==> src/rtl/ring_tok_ctrl.sv <==
module ring_tok_ctrl (
  input  logic clk,
  input  logic rst_n,
  input  logic ring_link,
  input  logic first_n,
  input  logic wtok_in_n,
  input  logic rtok_in_n,
  input  logic wr_last,
  input  logic rd_last,
  output logic wtok_out_n,
  output logic rtok_out_n,
  output logic wr_en,
  output logic rd_en,
  output logic aux_en,
  output logic depth_mode,
  output logic proto_err
);
  logic mode_q, wtok_q, rtok_q, err_q;

  wire w_pass = mode_q & wtok_q & wr_last;
  wire r_pass = mode_q & rtok_q & rd_last;
  wire w_rx   = mode_q & ~wtok_in_n;
  wire r_rx   = mode_q & ~rtok_in_n;
  wire w_bad  = w_rx & wtok_q & ~w_pass;
  wire r_bad  = r_rx & rtok_q & ~r_pass;

  always_ff @(posedge clk) begin
    if (!rst_n) begin
      mode_q <= ring_link;
      wtok_q <= ring_link & ~first_n;
      rtok_q <= ring_link & ~first_n;
      err_q  <= 1'b0;
    end else begin
      wtok_q <= w_rx | (wtok_q & ~w_pass);
      rtok_q <= r_rx | (rtok_q & ~r_pass);
      err_q  <= w_bad | r_bad;
    end
  end

  assign wtok_out_n = ~w_pass;
  assign rtok_out_n = ~r_pass;
  assign wr_en      = ~mode_q | wtok_q;
  assign rd_en      = ~mode_q | rtok_q;
  assign aux_en     = ~mode_q;
  assign depth_mode = mode_q;
  assign proto_err  = err_q;
endmodule

==> config.mk <==
export PLATFORM = sky130hd
export DESIGN_NAME = ring_tok_ctrl
export DESIGN_NICKNAME = d
export VERILOG_FILES = /design/src/rtl/ring_tok_ctrl.sv
export SDC_FILE = /design/constraint.sdc
export NUM_CORES = 1
export LEC_CHECK = 0
export BUFFER_PORTS_ARGS = -buffer_cell sky130_fd_sc_hd__buf_2
export CAP_MARGIN = 20
export CORE_AREA = 2 2 39 41
export DETAILED_ROUTE_END_ITERATION = 10
export DIE_AREA = 0 0 41 43
export PLACE_DENSITY = 0.43
export SYNTH_ARGS = -nofsm -noshare
export SYNTH_HDL_FRONTEND = slang
export SYNTH_SLANG_ARGS = --single-unit
==> constraint.sdc <==
create_clock -name clk -period 2.65 [get_ports clk]
set_input_delay 0.1325 -clock clk [delete_from_list [all_inputs] [get_ports clk]]
set_output_delay 0.1325 -clock clk [all_outputs]
set_load 0.01 [all_outputs]
; After elaboration in Yosys (flattened, before gate mapping)
; Index checks and enable logic that the tools add are counted.
[op_classes]
bitwise_logic = 24
muxes = 2
[op_table]
columns = operator, n
row1 = 1-bit bitwise AND, 13
row2 = 1-bit NOT, 6
row3 = 1-bit OR, 5
row4 = 1-bit two-way mux, 2
[word_totals]
out_inout_bits = 7
word_cells = 30
reg_bits = 4

; Logic depth before layout (Yosys ltp)
; Gate-level depths: netlist of the first run.
[depth]
ltp_word = 6
mapped_depth = 3

; Worst setup path before layout of the first run
; No wires, ideal clock.
[synth_timing]
path_kind = register to output
start = register mode_q (netlist: depth_mode)
end = output port wtok_out_n
t_arrival_ps = 858
path_slack_ps = 1659
path_stages_with_launch = 4
n_path_buf = 1
required_time_ps = 2518
path_cell_list = edfxtp_1 -> buf_2 -> and2_1 -> nand2_1
[synth_via]
elab_chain_len = 3
[synth_lines]
columns = item, line_no
row1 = start: declaration, 18  ; logic mode_q, wtok_q, rtok_q, err_q;
row2 = start signal: assignment, 29  ; mode_q <= ring_link;
row3 = 1-bit bitwise AND (2 in series), 20  ; wire w_pass = mode_q & wtok_q & wr_last;
row4 = 1-bit NOT, 40  ; assign wtok_out_n = ~w_pass;
row5 = end: declaration, 10  ; output logic wtok_out_n,
; Every way passes these cells.

; Worst setup path after layout of the first run
; Ends and elaborated chain as after synthesis.

==> out/metrics.yaml, run 1 <==
run_status: "completed"
via_count: 215
grt_usage_pct: 7.52
post_cts_resized: 0
syn_nets: 30
reg2reg_slack_ns: 1.69
ctsHtreeMaxLevel: 1
seq_area_frac_synth_pct: 40.4
clockRootBuffer: "clkbuf_4"
core_area_sq_mm: 0.00138
place_area_sq_um: 308
hold_depth: 1
crit_arrival_ns: 1.16
period_needed_ns: 1.29
synth_edf_count: 1
syn-mean-instance-area_sq_um: 10.1
critPathLaunch: "depth_mode$_DFFE_PN_"
synth_top_cell_area_share_pct: 27.0
worstHoldPathType: "in2reg"
clkLatencyLatePin_ns: 0.24
wirelength_um: 478
via_per_inst: 3.91
nNetsFinal: 48
fin_setup_tns_ns: 0
timing.fmax_mhz: 773
grt.met1_usage_pct: 7.99
cts_setup_buffers: 0
drive_gt1_share_pct: 51.3
antenna_found_initial: 0
cp_data_required_time_ns: 2.52
io_pins: 15
max_slew_margin_pct: 79.4
path_clk_slew_ns: 0.04
synth_area_sq_um: 223
synth_area_leaders: "dfxtp_1 (27%), edfxtp_1 (13%), o211ai_2 (11%)"
crit_path_end_kind: "output pin"
drc: 0
worst_setup_path_start_kind: "register"
grt_start_max_net_pins: 12
skew_ns: 0.00585
start_util_pct: 16.1
syn_to_final_growth_pct: 50.0
gp_congestion: 0.586
post-route-period-util_pct: 48.8
io_buffers: 14
yosysMostFrequentCell: "dfxtp_1"
drtIter0Drc: 8
routedWlPerCell_um: 8.69
cap_violations: 0
r2r_start: "depth_mode$_DFFE_PN_"
cts_hold_buf: 0
met2_usage_pct: 9.06
use_met3_pct: 4.71
cts.path.max_buffers: 2
r2r-end: "rtok_q$_DFF_P_"
rows: 14
async_flop_share_pct: 0
synthCells: 22
drtAntennaViolNets: 0
cts.sinks: 4
busiest_layer: "met2"
synth_ff_type: "dfxtp_1"
ys_ff_latch: 4
cts_made_buffers: 3
die_w_um: 41
grt_pass1_vias: 205
ys_types: 14
yosysTopAreaCell: "dfxtp_1"
antenna-diode-count: 0
drt-pass1-iter-count: 3
cp-endpoint: "wtok_out_n"
setup_violations: 0
grt_first_pass_wirelength_um: 814
slew_viol_final: 0
rsz0062_at_grt: "no"
cts_tree: "yes"
leakage_uw: 0.000154
grt-ovfl-total: 0
peakVddDrop_uv: 174
crit_type: "reg2out"
power.density_mw_per_mm2: 576
worstRegToRegCells: 2
die_y_um: 43
crit_fanout: 11
hold_viol_final: 0
yosysWarnings: 0
tightest_slew_ns: 0.309
final_area_sq_um: 334
dp_hpwl_um: 405
fp.dieArea_sq_mm: 0.00176
[sequential cells by signal (all words and copies together), names as in the netlist]
register,count
depth_mode,1
rtok_q,1
wtok_q,1
proto_err,1
[per-stage QoR]
stage / std cells / hold slack, ns / util, % / total power, uW / worst slack [ns]
after floorplan: 22 / 0.231 / - / 94.9 / 1.66
after global placement: 51 / 0.334 / 22.2 / 111 / 1.62
after detailed placement: 51 / 0.327 / 22.2 / 110 / 1.59
after CTS: 55 / 0.0746 / 24.1 / 199 / 1.33
after global routing: 55 / 0.0722 / 24.1 / 207 / 1.23
final: 55 / 0.0845 / 24.1 / 192 / 1.36
[worst min path at each step]
stage / start / to / slack (ns)
finish: ring_link / depth_mode$_DFFE_PN_ / 0.08
global route: ring_link / depth_mode$_DFFE_PN_ / 0.07
CTS: ring_link / depth_mode$_DFFE_PN_ / 0.07
detailed placement: ring_link / depth_mode$_DFFE_PN_ / 0.33
global placement: ring_link / depth_mode$_DFFE_PN_ / 0.33
floorplan: ring_link / depth_mode$_DFFE_PN_ / 0.23
[report_power, final]
part | total [uW] | internal [uW] | switching [uW] | leakage (uW)
sequential | 74.7 | 68.5 | 6.20 | 0.0000347
clock | 83.8 | 56.6 | 27.1 | 0.0000150
combinational | 33.9 | 18.7 | 15.2 | 0.000105
[placed cells by master, fill, tap and decap left out]
cell type / count
buf_2: 14
clkbuf_4: 3
dfxtp_1: 3
nand2_1: 2
inv_1: 2
nand2b_1: 2
nand3b_1: 2
o211ai_2: 2
nand4bb_1: 2
nand3_1: 1
and2_1: 1
a21bo_1: 1
or3b_4: 1
a21oi_1: 1
clkbuf_1: 1
edfxtp_1: 1
[metal layers]
metal | share of wire (%) | wire, um
met2 | 51 | 244
met1 | 41 | 196
met4 | 2.9 | 14
met3 | 4.8 | 23
met5 | 0 | 0
[cell type report]
| type | instances | area, sq um |
|---|---|---|
| well taps | 16 | 20.0 |
| clock buffers | 4 | 26.3 |
| multi-input cells | 15 | 120 |
| inverters | 2 | 7.51 |
| fillers | 153 | 1050 |
| flip-flops and latches | 4 | 90.1 |
| repair buffers | 14 | 70.1 |
[logic make-up after synthesis]
family	Yosys count	synth area share, %
AOI/OAI and AO/OA	4	18.0
and+or+nand+nor	11	36.0
DFF	4	40.5
buffers and inverters	3	5.62
[critical path, stage by stage, from the launching register on]
cell and delay [ns]:
edfxtp_1 0.52, and2_1 0.22, nand2_1 0.06, buf_2 0.13
No activity file was read; power rests on OpenSTA's default activity.
==> inputs of run 2 (changes only) <==
PLACE_DENSITY = 0.44   (was 0.43)
clock period = 1.1 ns   (was 2.65 ns; I/O delays follow)
==> run 2 against run 1 <==
  * The run now ends with setup timing left
  * Via count is 13% higher
  * Sequential share of layout area is 4.5 points lower
  * Power grew to 2.6 times the previous value
  * Sequential power is 140% higher
  * Highest routed layer unchanged
  * Non-clock buffer count is 5 higher
  * Combinational power grew to 3.4 times the previous value
  * Clock-buffer cell count stayed put
  * First-iteration DRC count is 88% lower
  * Critical path depth stayed put
==> out/metrics.yaml, run 2 (synthesis gave the netlist of run 1 again) <==
grt_usage_pct: 8.14  # +0.63 points
worst_setup_path_start_kind: "register"
dp_hpwl_um: 396  # -2.4%
path_clk_slew_ns: 0.04  # about the same
fp.dieArea_sq_mm: 0.00176  # unchanged
io_buffers: 14  # unchanged
die_w_um: 41  # unchanged
routedWlPerCell_um: 9.15  # +5.3%
hold_viol_final: 0  # unchanged
violations: "setup timing"
grt_first_pass_wirelength_um: 910  # +12%
crit_type: "reg2out"
via_count: 242  # +13%
hold_depth: 3  # +2
leakage_uw: 0.000189  # +23%
cts_tree: "yes"
syn_to_final_growth_pct: 79.8
slew_viol_final: 0  # unchanged
place_ws_ns: 0.119  # -1.47 ns
tightest_slew_ns: 0.210  # -0.0995 ns
cts.path.max_buffers: 2  # unchanged
core_area_sq_mm: 0.00138  # unchanged
fin_setup_tns_ns: -0.0837  # -0.0837 ns
drtIter0Drc: 1  # -7
crit_path_end_kind: "output pin"
worstHoldPathType: "in2reg"
r2r-end: "rtok_q$_DFF_P_"
setup_ws_ns: -0.0345  # -1.39 ns
grt-ovfl-total: 0  # unchanged
layout_common_cells: "buf_2 (12), clkbuf_4 (3), buf_6 (3), dfxtp_1 (3), buf_4 (3)"
reg2reg_slack_ns: 0.08  # -1.61 ns
place_area_sq_um: 308  # unchanged
final_area_sq_um: 400  # +20%
total_power_uw: 501  # +160%
cts_made_buffers: 3  # unchanged
ctsHtreeMaxLevel: 1  # unchanged
power.density_mw_per_mm2: 1250  # +120%
layout_commonest_cell: "buf_2"
start_util_pct: 16.1  # unchanged
hold_end: "proto_err$_SDFF_PN0_"
peakVddDrop_uv: 260  # +50%
drc: 0  # unchanged
drt-pass1-iter-count: 3  # unchanged
clkLatencyLatePin_ns: 0.24  # about the same
grt_start_max_net_pins: 6  # -6
drtAntennaViolNets: 0  # unchanged
fill_cells: 155  # +1.3%
cp_data_required_time_ns: 1.04  # -1.48 ns
post-route-period-util_pct: 103
crit_arrival_ns: 1.08  # -0.08 ns
nNetsFinal: 53  # +10%
timing.fmax_mhz: 881
antenna_found_initial: 0  # unchanged
crit_fanout: 5  # -6
setup_violations: 3  # +3
antenna-diode-count: 0  # unchanged
clockRootBuffer: "clkbuf_4"
cts.sinks: 4  # unchanged
r2r_start: "depth_mode$_DFFE_PN_"
max_slew_margin_pct: 86.0  # +6.6 points
wirelength_um: 549  # +15%
io_pins: 15  # unchanged
gp_congestion: 0.586  # unchanged
via_per_inst: 4.03  # +3.2%
drive_gt1_share_pct: 61.4  # +10 points
worstHoldStart: "rtok_in_n"
rsz0062_at_grt: "yes"
run_status: "finished with violations"
rows: 14  # unchanged
period_needed_ns: 1.13
cap_violations: 0  # unchanged
worstRegToRegCells: 3  # +1
die_y_um: 43  # unchanged
hold_ws_ns: 0.122  # +0.0379 ns
grt_pass1_vias: 253  # +23%
skew_ns: 0.00776  # +0.00191 ns
run 2: repair_timing:
action / in CTS / in global routing
setup buffers: 3 / 1
hold endpoints to repair: 1 / 0
resized for setup: 4 / 2
setup endpoints to repair: 2 / 6
pin swaps: 0 / 2
hold buffers: 1 / 0
run 2: worst max-delay path, stage by stage (launching register included):
cell and delay [ns]:
edfxtp_1 0.47, and2_4 0.21, nand2_2 0.06, buf_6 0.09
run 2: power breakdown:
group          leakage, uW  switching [uW]  internal, uW  total (uW)
sequential       0.0000347            14.2           165         179
clock            0.0000150            69.6           137         206
combinational     0.000140            46.9          68.8         116
total             0.000189             131           371         501
run 2: how the worst max path moves through the flow:
| stage | depth (start not counted) | start | end |
|---|---|---|---|
| final | 3 | depth_mode$_DFFE_PN_ | wtok_out_n |
| after CTS | 3 | depth_mode$_DFFE_PN_ | wtok_out_n |
| after global placement | 2 | depth_mode$_DFFE_PN_ | rtok_q$_DFF_P_ |
| after detailed placement | 3 | depth_mode$_DFFE_PN_ | wtok_out_n |
| after global routing | 3 | depth_mode$_DFFE_PN_ | wr_en |
| after floorplan | 3 | depth_mode$_DFFE_PN_ | rtok_q$_DFF_P_ |
run 2: layout make-up:
class / count / area [sq um] / area share [%]
clock buffer: 4 / 26.3 / 6.56
inverter: 2 / 7.51 / 1.88
multi-input combinational: 15 / 130 / 32.5
sequential: 4 / 90.1 / 22.5
tap: 16 / 20.0 / 5.00
timing repair buffer: 19 / 126 / 31.6
run 2: metal layers:
metal	wire (um)	global-route usage (%)	part of all wire (%)	vias to the layer above
met5	0	0	0	-
met4	21	10.0	3.8	0
met3	27	1.57	4.9	2
met2	312	12.5	57	7
met1	187	7.42	34	112
li1	-	-	-	121
run 2: stage by stage:
step           util (%)  std cells
2_1_floorplan         -         22
3_3_place_gp       22.2         51
3_5_place_dp       22.2         51
4_1_cts            27.8         59
5_1_grt            28.9         60
6_report           28.9         60
